$ cat config.mk
export PLATFORM = sky130hd
export DESIGN_NAME = thermal_alarm_regs
export DESIGN_NICKNAME = d
export VERILOG_FILES = /design/src/rtl/thm_pkg.sv /design/src/rtl/thm_history.sv /design/src/rtl/thm_trip.sv /design/src/rtl/thm_stat.sv /design/src/rtl/thermal_alarm_regs.sv
export SDC_FILE = /design/constraint.sdc
export NUM_CORES = 1
export LEC_CHECK = 0
export ABC_AREA = 1
export ABC_CLOCK_PERIOD_IN_PS = 3000
export BUFFER_PORTS_ARGS = -buffer_cell sky130_fd_sc_hd__buf_4
export CAP_MARGIN = 20
export CORE_MARGIN = 8
export CORE_UTILIZATION = 50
export CTS_BUF_LIST = sky130_fd_sc_hd__clkbuf_16
export CTS_CLUSTER_DIAMETER = 40
export DETAILED_ROUTE_END_ITERATION = 16
export GPL_ROUTABILITY_DRIVEN = 0
export GPL_TIMING_DRIVEN = 0
export PLACE_DENSITY_LB_ADDON = 0.15
export SYNTH_ARGS = -nofsm -noshare
export SYNTH_HDL_FRONTEND = slang
export SYNTH_SLANG_ARGS = --single-unit
$ cat constraint.sdc
create_clock -name clk -period 3 [get_ports clk]
set_input_delay 0.3 -clock clk [delete_from_list [all_inputs] [get_ports clk]]
set_output_delay 0.3 -clock clk [all_outputs]
set_load 0.03 [all_outputs]
$ cat src/rtl/thm_pkg.sv
package thm_pkg;
   localparam int BUS_W      = 32;
   localparam int LVL_STRIDE = 4;
   localparam int GAIN_LSB   = 8;
   localparam int VREF_LSB   = 24;

   localparam logic [7:0] A_TRIM  = 8'h00;
   localparam logic [7:0] A_CTRL  = 8'h20;
   localparam logic [7:0] A_RDY   = 8'h28;
   localparam logic [7:0] A_CUR   = 8'h40;
   localparam logic [7:0] A_THR   = 8'h44;
   localparam logic [7:0] A_OFS0  = 8'h50;
   localparam logic [7:0] A_HIST0 = 8'h60;
   localparam logic [7:0] A_IEN   = 8'h70;
   localparam logic [7:0] A_ISTAT = 8'h74;
   localparam logic [7:0] A_ICLR  = 8'h78;

   localparam logic [1:0] MODE_ON  = 2'd3;
   localparam logic [1:0] MODE_OFF = 2'd2;
endpackage

$ cat src/rtl/thm_history.sv
module thm_history #(
   parameter int CODE_W = 8,
   parameter int DEPTH  = 4
) (
   input  logic                          clk,
   input  logic                          rst_n,
   input  logic                          shift_en,
   input  logic [CODE_W-1:0]             cur_in,
   output logic [DEPTH-1:0][CODE_W-1:0]  past
);
   for (genvar g = 0; g < DEPTH; g++) begin : g_slot
      if (g == 0) begin : g_head
         always_ff @(posedge clk or negedge rst_n) begin
            if (!rst_n)        past[0] <= '0;
            else if (shift_en) past[0] <= cur_in;
         end
      end else begin : g_tail
         always_ff @(posedge clk or negedge rst_n) begin
            if (!rst_n)        past[g] <= '0;
            else if (shift_en) past[g] <= past[g-1];
         end
      end
   end
endmodule

$ cat src/rtl/thm_trip.sv
module thm_trip #(
   parameter int CODE_W = 8,
   parameter int N_LVL  = 4
) (
   input  logic                          eval,
   input  logic [CODE_W-1:0]             cur,
   input  logic [CODE_W-1:0]             thr,
   input  logic [N_LVL-1:0][CODE_W-1:0]  offs,
   output logic [N_LVL-1:0]              hit
);
   localparam int SUM_W = CODE_W + 1;

   for (genvar n = 0; n < N_LVL; n++) begin : g_cmp
      logic [SUM_W-1:0] limit;
      assign limit  = {1'b0, thr} + {1'b0, offs[n]};
      assign hit[n] = eval && ({1'b0, cur} >= limit);
   end
endmodule

$ cat src/rtl/thm_stat.sv
module thm_stat #(
   parameter int N_LVL = 4
) (
   input  logic             clk,
   input  logic             rst_n,
   input  logic [N_LVL-1:0] hit,
   input  logic [N_LVL-1:0] clr,
   input  logic [N_LVL-1:0] ien,
   input  logic             core_on,
   output logic [N_LVL-1:0] stat,
   output logic             irq
);
   always_ff @(posedge clk or negedge rst_n) begin
      if (!rst_n) stat <= '0;
      else        stat <= (stat & ~clr) | hit;
   end

   assign irq = core_on && (|(stat & ien));
endmodule

$ cat src/rtl/thermal_alarm_regs.sv
module thermal_alarm_regs
   import thm_pkg::*;
#(
   parameter int ADDR_W     = 8,
   parameter int CODE_W     = 8,
   parameter int N_LVL      = 4,
   parameter int HIST_DEPTH = 4,
   parameter int GAIN_W     = 4,
   parameter int VREF_W     = 5
) (
   input  logic                  clk,
   input  logic                  rst_n,
   input  logic [ADDR_W-1:0]     bus_addr,
   input  logic                  bus_we,
   input  logic [3:0]            bus_be,
   input  logic [BUS_W-1:0]      bus_wdata,
   output logic [BUS_W-1:0]      bus_rdata,
   input  logic [CODE_W-1:0]     sens_code,
   input  logic                  sens_valid,
   input  logic                  sens_ready,
   input  logic [2*CODE_W-1:0]   trim_word,
   output logic                  irq
);
   localparam int TRIM_W = 2 * CODE_W;

   if (ADDR_W < 7) begin : g_bad_addr
      $error("ADDR_W must reach the 0x78 register");
   end
   if (CODE_W < 1 || CODE_W > 8) begin : g_bad_code
      $error("CODE_W must fit byte lane 0");
   end
   if (N_LVL < 1 || N_LVL > 4) begin : g_bad_lvl
      $error("N_LVL must be 1..4");
   end
   if (HIST_DEPTH < 1 || HIST_DEPTH > 4) begin : g_bad_hist
      $error("HIST_DEPTH must be 1..4");
   end
   if (GAIN_W < 1 || GAIN_W > 8 || VREF_W < 1 || VREF_W > 8) begin : g_bad_fld
      $error("control fields must fit one byte lane");
   end

   function automatic logic [ADDR_W-1:0] ra(input logic [7:0] r);
      return ADDR_W'(r);
   endfunction

   logic [1:0]                          mode_q;
   logic [GAIN_W-1:0]                   gain_q;
   logic [VREF_W-1:0]                   vref_q;
   logic [CODE_W-1:0]                   thr_q;
   logic [CODE_W-1:0]                   cur_q;
   logic [N_LVL-1:0][CODE_W-1:0]        off_q;
   logic [N_LVL-1:0]                    ien_q;
   logic [N_LVL-1:0]                    stat;
   logic [N_LVL-1:0]                    hit;
   logic [N_LVL-1:0]                    clr;
   logic [HIST_DEPTH-1:0][CODE_W-1:0]   hist;
   logic                                core_on;
   logic                                take;
   logic                                upd_q;

   assign core_on = (mode_q == MODE_ON);
   assign take    = sens_valid && core_on;

   // configuration registers
   always_ff @(posedge clk or negedge rst_n) begin
      if (!rst_n) begin
         mode_q <= MODE_OFF;
         gain_q <= '0;
         vref_q <= '0;
         thr_q  <= '0;
         off_q  <= '0;
         ien_q  <= '0;
      end else if (bus_we) begin
         if (bus_addr == ra(A_CTRL)) begin
            if (bus_be[0])            mode_q <= bus_wdata[1:0];
            if (bus_be[GAIN_LSB / 8]) gain_q <= bus_wdata[GAIN_LSB +: GAIN_W];
            if (bus_be[VREF_LSB / 8]) vref_q <= bus_wdata[VREF_LSB +: VREF_W];
         end
         if (bus_addr == ra(A_THR) && bus_be[0]) thr_q <= bus_wdata[CODE_W-1:0];
         for (int n = 0; n < N_LVL; n++) begin
            if (bus_be[0] && bus_addr == ra(A_OFS0 + 8'(4 * n)))
               off_q[n] <= bus_wdata[CODE_W-1:0];
            if (bus_be[(LVL_STRIDE * n) / 8] && bus_addr == ra(A_IEN))
               ien_q[n] <= bus_wdata[LVL_STRIDE * n];
         end
      end
   end

   // sample capture; the comparison runs one cycle after capture
   always_ff @(posedge clk or negedge rst_n) begin
      if (!rst_n) begin
         cur_q <= '0;
         upd_q <= 1'b0;
      end else begin
         upd_q <= take;
         if (take) cur_q <= sens_code;
      end
   end

   always_comb begin
      for (int n = 0; n < N_LVL; n++)
         clr[n] = bus_we && (bus_addr == ra(A_ICLR)) &&
                  bus_be[(LVL_STRIDE * n) / 8] && bus_wdata[LVL_STRIDE * n];
   end

   thm_history #(.CODE_W(CODE_W), .DEPTH(HIST_DEPTH)) u_hist (
      .clk      (clk),
      .rst_n    (rst_n),
      .shift_en (take),
      .cur_in   (cur_q),
      .past     (hist)
   );

   thm_trip #(.CODE_W(CODE_W), .N_LVL(N_LVL)) u_trip (
      .eval (upd_q && core_on),
      .cur  (cur_q),
      .thr  (thr_q),
      .offs (off_q),
      .hit  (hit)
   );

   thm_stat #(.N_LVL(N_LVL)) u_stat (
      .clk     (clk),
      .rst_n   (rst_n),
      .hit     (hit),
      .clr     (clr),
      .ien     (ien_q),
      .core_on (core_on),
      .stat    (stat),
      .irq     (irq)
   );

   // read path
   always_comb begin
      bus_rdata = '0;
      if (bus_addr == ra(A_TRIM)) bus_rdata[TRIM_W-1:0] = trim_word;
      if (bus_addr == ra(A_CTRL)) begin
         bus_rdata[1:0]                  = mode_q;
         bus_rdata[GAIN_LSB +: GAIN_W]   = gain_q;
         bus_rdata[VREF_LSB +: VREF_W]   = vref_q;
      end
      if (bus_addr == ra(A_RDY)) bus_rdata[0]          = sens_ready;
      if (bus_addr == ra(A_CUR)) bus_rdata[CODE_W-1:0] = cur_q;
      if (bus_addr == ra(A_THR)) bus_rdata[CODE_W-1:0] = thr_q;
      for (int n = 0; n < N_LVL; n++) begin
         if (bus_addr == ra(A_OFS0 + 8'(4 * n))) bus_rdata[CODE_W-1:0] = off_q[n];
         if (bus_addr == ra(A_IEN))   bus_rdata[LVL_STRIDE * n] = ien_q[n];
         if (bus_addr == ra(A_ISTAT)) bus_rdata[LVL_STRIDE * n] = stat[n];
      end
      for (int h = 0; h < HIST_DEPTH; h++)
         if (bus_addr == ra(A_HIST0 + 8'(4 * h))) bus_rdata[CODE_W-1:0] = hist[h];
   end
endmodule

# After elaboration in Yosys (flattened, before gate mapping)
# Cells that the tools add are included.
# word_totals
output_inout_bits,33
wordCells,101
inputBits,73
reg_bits,100
# classes
reduce_logical,33
addsub,4
magnitude_cmp,4
n_eq_ne,16
mux,23
bitwise_logic,4
# ops
cell,n
"equality test 8 x 7 -> 1 bit, second input constant",13
two-way mux 8 bit,10
adder 8 x 8 -> 9 bit,4
greater-or-equal comparator 8 x 9 -> 1 bit,4
logical AND 1 bit,21
"equality test 8 x 6 -> 1 bit, second input constant",2
two-way mux 16 bit,1
AND reduction 2 bit,7
two-way mux 1 bit,9
AND reduction 3 bit,3
bitwise AND 4 bit,2
zero test 8 bit,1
two-way mux 5 bit,1
two-way mux 4 bit,1
inverter 4 bit,1
OR 4 bit,1
OR reduction 4 bit,1
"equality test 2 bit, second input constant",1
two-way mux 2 bit,1

# Longest topological paths before layout
# Gate-level depths: netlist of run 1.
# depth
word_depth,18
mapped_depth,18
mapped_depth_nobuf,18

# By module
# Synthesis of run 1 repeated with hierarchy kept, for this count alone.
# unflattened
cells_unflattened,892
hier_area_um2,6950.4
# modules_own_cells
module,cells_per_inst,instances,area_per_inst_um2
thermal_alarm_regs,460,1,3462.1
thm_trip,275,1,2016.9
thm_history,136,1,1292.5
thm_stat,21,1,178.9

# Least setup slack after synthesis of run 1
# OpenSTA, ideal clock, no wires.
# synth_timing
path_type,flip-flop to flip-flop
from,register thr_q[0]
to,register u_stat.stat[2]
slack_ps,416
path_buffers,0
period_less_slack_ps,2584
path_stages_with_launch,15
t_arrival_ps,2519
t_required_ps,2935
setup_ps,65
cell_sequence,dfrtp_1 ha_1 fa_1 a31oi_1 nor2_1 o21ai_0 nand2_1 nand2_1 nand2_1 ha_1 nand2_1 or3_1 nand2_1 nand2_1 nand2_1
# synth_via
elab_chain_len,4
# synth_rtl
element,line_no,rtl
from (decl),thermal_alarm_regs.sv:49,logic [CODE_W-1:0] thr_q;
from (signal assigned),thermal_alarm_regs.sv:79,if (bus_addr == ra(A_THR) && bus_be[0]) thr_q <= bus_wdata[CODE_W-1:0];
adder 8 x 8 -> 9 bit,thm_trip.sv:15,"assign limit = {1'b0, thr} + {1'b0, offs[n]};"
greater-or-equal comparator 8 x 9 -> 1 bit,thm_trip.sv:16,"assign hit[n] = eval && ({1'b0, cur} >= limit);"
logical AND 1 bit,thm_trip.sv:16,
OR 4 bit,thm_stat.sv:15,else stat <= (stat & ~clr) | hit;
to (signal assigned),thm_stat.sv:15,
to (decl),thm_stat.sv:10,"output logic [N_LVL-1:0] stat,"
# Every way passes these cells.
# A chain may end at the register's enable or synchronous reset.

# Worst setup path in the final report of run 1
# Same ends and word-level chain as after synthesis.

==> results of run 1 <==
==> logic make-up (layout without fill, tap and decap cells) <==
kind of cell	count (synthesis)	after routing	share of synthesized area, %
mux	3	3	0.511
fa+ha+maj	68	68	13.3
flops	100	100	37.8
xor+xnor	22	22	2.91
simple gates	374	374	24.0
other cells	1	11	0.0567
buf+inv	129	230	8.32
compound gates	160	160	13.1
==> power groups by stage <==
stage | Sequential [W] | Combinational [W] | Clock, W
2_1_floorplan | 0.00142 | 0.000169 | 0
3_3_place_gp | 0.00143 | 0.000294 | 0
3_5_place_dp | 0.00143 | 0.000303 | 0
4_1_cts | 0.00141 | 0.000304 | 0.00116
5_1_grt | 0.00141 | 0.000349 | 0.00122
6_report | 0.00141 | 0.000309 | 0.00114
==> state kept, by name, indices dropped and copies added (netlist names) <==
signal       cells
u_stat.stat      4
vref_q           5
mode_q           2
thr_q            8
gain_q           4
u_hist.past     32
off_q           32
ien_q            4
upd_q            1
cur_q            8
==> final cells by class <==
type                    count  share of cell area (%)
clock inverters             7                   0.764
inverters                 105                    5.01
repair buffers             85                    8.37
clock buffers               9                    2.86
well taps                 176                    2.80
multi-input cells         638                    46.3
plain buffers              24                    1.99
flip-flops and latches    100                    31.9
==> routing by layer <==
| metal | track usage [%] | routed length (um) |
|---|---|---|
| met1 | 31.2 | 8660 |
| met2 | 36.2 | 8470 |
| met3 | 4.30 | 1730 |
| met4 | 9.59 | 439 |
| met5 | 0 | 0 |
==> cells in the final DEF, fill, tap and decap left out, types with 3 or more instances in the layout <==
cell       instances
inv_1            102
fa_1               4
nor2_1            43
o21ai_1            5
o21ai_0           93
clkbuf_1           7
ha_1              61
o221ai_1           3
nand2_1          258
conb_1            11
xor2_1            11
o2111ai_1          4
nand4_1           14
inv_2              5
dfrtp_1           96
nor2_4             3
nand3_2            3
nand2_2            6
buf_4             95
xnor2_1           11
clkbuf_16          9
nand3_1           32
nor3_1             3
buf_6              3
a21oi_1           40
mux2_2             3
nor2_2             4
==> worst paths after layout <==
kind | slack, ns | cells past startpoint | endpoint
max | 0.16 | 14 | u_stat.stat[2]
min | -0.001 | 1 | ien_q[3]
max reg2reg | 0.16 | 14 | u_stat.stat[2]
min reg2reg | 0.49 | 2 | u_hist.past[31]
max in group asynchronous | 2.27 | 2 | mode_q[1]
min in group clk | 0.17 | 3 | cur_q[7]
==> repair_timing <==
action	4_1_cts	5_1_grt
hold buffers	0	0
setup endpoints to repair	1	3
setup buffers	0	5
pin swaps	0	1
gates resized for setup	1	13
gates cloned	0	0
==> stage by stage <==
step | cells | setup slack [ns] | hold WS, ns | utilization [%]
final | 1144 | 0.159 | -0.00143 | 60.1
after global routing | 1144 | -0.00170 | 0.0517 | 60.1
after CTS | 1139 | 0.00538 | 0.0148 | 59.5
after detailed placement | 1123 | -0.00353 | 0.388 | 57.3
after global placement | 1122 | 0.00434 | 0.467 | 57.1
after floorplan | 867 | 0.416 | 0.00441 | -
==> critical path, stage by stage (launching register included) <==
cell     delay [ns]
dfrtp_2        0.50
ha_1           0.27
fa_1           0.43
a31oi_2        0.23
nor2_1         0.06
o21ai_1        0.16
nand2_1        0.07
nand2_1        0.08
nand2_1        0.06
ha_1           0.29
nand2_1        0.06
or3_1          0.36
nand2_1        0.07
nand2_1        0.08
nand2_1        0.07
==> flow_metrics.py, run 1 <==
metrics = {
    "status": {
        "status": "finished with violations",
        "violations": "hold timing",
    },
    "sta": {
        "tightest_slew_ns": 0.719,
        "min_period_ns": 2.84,
        "timing.hold.ws_ns": -0.00143,
        "finalClockSkew_ns": 0.00402,
        "slew_headroom_pct": 52.1,
        "slew_viol_final": 0,
        "min_period_over_period_pct": 94.7,
        "fmax_mhz": 352,
        "setup_viol": 0,
        "finalHoldViolCount": 6,
        "setup-tns-final_ns": 0,
    },
    "synth": {
        "synth_edf_count": 0,
        "syn-mean-instance-area_um2": 7.72,
        "synth_area_leaders": "dfrtp_1, nand2_1, ha_1, o21ai_0, inv_1",
        "ys_seq_area_share_pct": 37.8,
        "yosysMostFrequentCell": "nand2_1",
        "ys_ff_latch": 100,
        "yosysUniqueCellTypes": 42,
        "yosysTopAreaCell": "dfrtp_1",
        "async_reset_ff_share_pct": 100,
        "ys_warn_count": 0,
        "synth_top_cells_by_count": "nand2_1, inv_1, dfrtp_1, o21ai_0, ha_1",
        "netlist_area_um2": 6620,
        "dominantRegCellSynth": "dfrtp_1",
        "syn_inst": 857,
        "netlist.area_leader.share_pct": 37.5,
    },
    "power": {
        "pwr-share-seq_pct": 49.2,
        "clkPwrFrac_pct": 40.0,
        "p_int_w": 0.00214,
        "power_density_nw_per_um2": 364,
        "switching_power_w": 0.000717,
        "pwr-share-comb_pct": 10.8,
        "p_total_w": 0.00286,
        "peakVddDrop_mv": 0.284,
        "switching_share_pct": 25.1,
        "p_leak_nw": 3.97,
    },
    "route": {
        "via_per_inst": 5.31,
        "firstDrtPassIters": 5,
        "wirelength_um": 19300,
        "drtIter0Drc": 431,
        "avgRoutedWirePerCell_um": 16.9,
        "post-route-drc-count": 0,
        "drtAntennaViolNets": 0,
        "num_vias": 6073,
    },
    "layout": {
        "nets": 1104,
        "fillers": 1256,
        "drive_gt1_share_pct": 15.9,
        "fin_area_um2": 7870,
        "multiInputGateArea_um2": 3640,
        "syn2layout_area_growth_pct": 18.9,
        "seqCellArea_um2": 2510,
        "antenna_cells": 0,
    },
    "placed_design": {
        "portBuffers": 79,
        "dp.final_hpwl_um": 14800,
        "post_dp_cell_area_um2": 7490,
    },
    "clock_tree": {
        "htreeDepth": 3,
        "root_buffer": "clkbuf_16",
        "clock-sinks": 100,
        "clkTransAtPathRegs_ns": 0.07,
        "clk_latency_ns": 0.35,
        "numCtsBuffers": 9,
        "cts_max_path_buffers": 2,
        "cts_tree": "done",
    },
    "global_routing": {
        "grt_pass1_vias": 5803,
        "gr-usage-all-layers_pct": 23.3,
        "antenna_found_initial": 0,
        "overflow": 0,
        "grt_pass1_wl_um": 30400,
        "grt_max_degree": 55,
    },
    "setup_path": {
        "r2r-start": "thr_q[0]",
        "critPathKind": "register to register",
        "crit_fanout": 6,
        "crit_start": "thr_q[0]",
        "critPathRequiredTime_ns": 3.29,
        "worst_ep_arrival_time_ns": 3.13,
        "end_kind": "register",
        "start_kind": "register",
    },
    "die": {
        "coreArea_um2": 13100,
        "die-area_um2": 17200,
        "io_pins": 106,
        "core.rowCount": 42,
        "die_h_um": 131,
        "die_x_um": 131,
        "start_util_pct": 50.6,
    },
    "min_path": {
        "min_path_type": "input port to asynchronous set/reset pin",
    },
    "job": {
        "maxCapViolCount": 0,
    },
}
Power figures use the tool's default switching activity.
==> inputs of run 2 (changes only) <==
--- a/config.mk
+++ b/config.mk
@@ -6,7 +6,7 @@
 export NUM_CORES = 1
 export LEC_CHECK = 0
 export ABC_AREA = 1
-export ABC_CLOCK_PERIOD_IN_PS = 3000
+export ABC_CLOCK_PERIOD_IN_PS = 3700
 export BUFFER_PORTS_ARGS = -buffer_cell sky130_fd_sc_hd__buf_4
 export CAP_MARGIN = 20
 export CORE_MARGIN = 8
==> constraint.sdc (replaced) <==
create_clock -name clk -period 3.7 [get_ports clk]
set_input_delay 0.37 -clock clk [delete_from_list [all_inputs] [get_ports clk]]
set_output_delay 0.37 -clock clk [all_outputs]
set_load 0.03 [all_outputs]
==> flow_metrics.py, run 2 (synthesis results as in run 1) <==
metrics = {
    "placed_design": {
        "post_dp_cell_area_um2": 7490,
        "portBuffers": 79,
        "dp_cells": 1123,
        "dp.final_hpwl_um": 14800,
    },
    "die": {
        "start_util_pct": 50.6,
        "coreArea_um2": 13100,
        "die_x_um": 131,
        "io_pins": 106,
        "die-area_um2": 17200,
        "core.rowCount": 42,
        "die_h_um": 131,
    },
    "route": {
        "via_per_inst": 5.29,
        "drtAntennaViolNets": 0,
        "drtIter0Drc": 384,
        "firstDrtPassIters": 5,
        "avgRoutedWirePerCell_um": 16.9,
        "num_vias": 6029,
        "wirelength_um": 19200,
        "post-route-drc-count": 0,
    },
    "setup_path": {
        "crit_fanout": 10,
        "path_delay_family": "simple AND/OR/NAND/NOR gates",
        "cp_slowest_cell": "dfrtp_1",
        "cpPeakStageDelay_ns": 0.80,
        "end_kind": "register",
        "rrSetupSlack_ns": 0.65,
        "critPathKind": "register to register",
        "critPathMostFrequentCell": "nand2_1",
        "critPathRequiredTime_ns": 3.99,
        "path_cells": "ha_1, nand3_1, nand3_1, nand2_1, nand2_1, a21oi_1, inv_1, a21oi_1, o21ai_0, xnor2_1, ha_1, nand2_1, nor2_1, nand4_1, nand3b_1, nand3_1, nand2_1",
        "start_kind": "register",
        "cp.buffers_inverters": 1,
        "worst_ep_arrival_time_ns": 3.33,
    },
    "sta": {
        "timing.hold.ws_ns": 0.0712,
        "min_period_ns": 3.05,
        "min_period_over_period_pct": 82.3,
        "setup_viol": 0,
        "setup-tns-final_ns": 0,
        "finalHoldViolCount": 0,
        "finalClockSkew_ns": 0.00455,
        "fmax_mhz": 328,
        "tightest_slew_ns": 0.719,
        "grt_setup_unrepaired": "false",
        "slew_headroom_pct": 52.1,
        "slew_viol_final": 0,
    },
    "layout": {
        "nets": 1099,
        "top_regs": "off_q x32, u_hist.past x32",
        "drive_gt1_share_pct": 14.3,
        "fin_area_um2": 7780,
        "final_cell_mix": "nand2_1, inv_1, dfrtp_1, o21ai_0, buf_4",
        "syn2layout_area_growth_pct": 17.6,
        "fillers": 1265,
        "post-route-util_pct": 59.4,
        "final_common_cell": "nand2_1",
        "layoutNonFillerInstCount": 1139,
        "antenna_cells": 0,
    },
    "clock_tree": {
        "clock-sinks": 100,
        "clkTransAtPathRegs_ns": 0.06,
        "numCtsBuffers": 9,
        "htreeDepth": 3,
        "post_cts_buffers": 0,
        "clk_latency_ns": 0.35,
        "cts_tree": "done",
        "cts_max_path_buffers": 2,
        "ctsHoldBuffers": 0,
        "post_cts_resized": 0,
        "root_buffer": "clkbuf_16",
    },
    "power": {
        "switching_power_w": 0.000580,
        "switching_share_pct": 25.1,
        "power_density_nw_per_um2": 298,
        "peakVddDrop_mv": 0.233,
        "pwr-share-seq_pct": 49.3,
        "clkPwrFrac_pct": 40.1,
        "p_leak_nw": 3.95,
        "p_int_w": 0.00174,
        "pwr-share-comb_pct": 10.6,
    },
    "global_routing": {
        "gr-usage-all-layers_pct": 23.3,
        "grt_max_degree": 55,
        "overflow": 0,
        "antenna_found_initial": 0,
        "grt_pass1_wl_um": 30400,
        "grt_pass1_vias": 5803,
    },
    "status": {
        "status": "completed",
    },
    "job": {
        "maxCapViolCount": 0,
    },
    "min_path": {
        "min_path_type": "input port to asynchronous set/reset pin",
    },
}
run 2: stage by stage:
step	setup slack (ns)	total power, W
after floorplan	1.12	0.00129
after global placement	0.704	0.00140
after detailed placement	0.696	0.00141
after CTS	0.670	0.00233
after global routing	0.440	0.00241
final	0.654	0.00232
run 2: layout make-up:
class / count / area, um2 / area share (%)
Inverter: 105 / 394 / 5.07
Clock inverter: 7 / 60.1 / 0.772
Clock buffer: 9 / 225 / 2.90
Tap cell: 176 / 220 / 2.83
Multi-Input combinational cell: 638 / 3600 / 46.3
Buffer: 24 / 156 / 2.01
Sequential cell: 100 / 2500 / 32.2
Timing Repair Buffer: 80 / 621 / 7.98
run 2: metal layers:
metal	part of all wire (%)	wire length, um	global-route usage, %
met3	9.0	1740	4.30
met5	0	0	0
met1	45	8620	31.2
met4	2.6	494	9.59
met2	43	8350	36.2
run 2: final timing paths:
path                                      start         endpoint  cells past startpoint
worst min-delay path                      rst_n         ien_q[3]                      1
max in group asynchronous                 rst_n        mode_q[1]                      2
worst min register to register  u_hist.past[31]  u_hist.past[31]                      2
worst max register to register         thr_q[1]   u_stat.stat[3]                     17
min in group clk                   sens_code[3]         cur_q[3]                      3
worst max-delay path                   thr_q[1]   u_stat.stat[3]                     17
run 2: power by group through the flow:
| stage | logic (W) | clock network [W] | registers (W) |
|---|---|---|---|
| 5_1_grt | 0.000278 | 0.000987 | 0.00114 |
| 6_report | 0.000246 | 0.000928 | 0.00114 |
| 3_3_place_gp | 0.000239 | 0 | 0.00116 |
| 2_1_floorplan | 0.000137 | 0 | 0.00115 |
| 3_5_place_dp | 0.000246 | 0 | 0.00116 |
| 4_1_cts | 0.000247 | 0.000939 | 0.00114 |
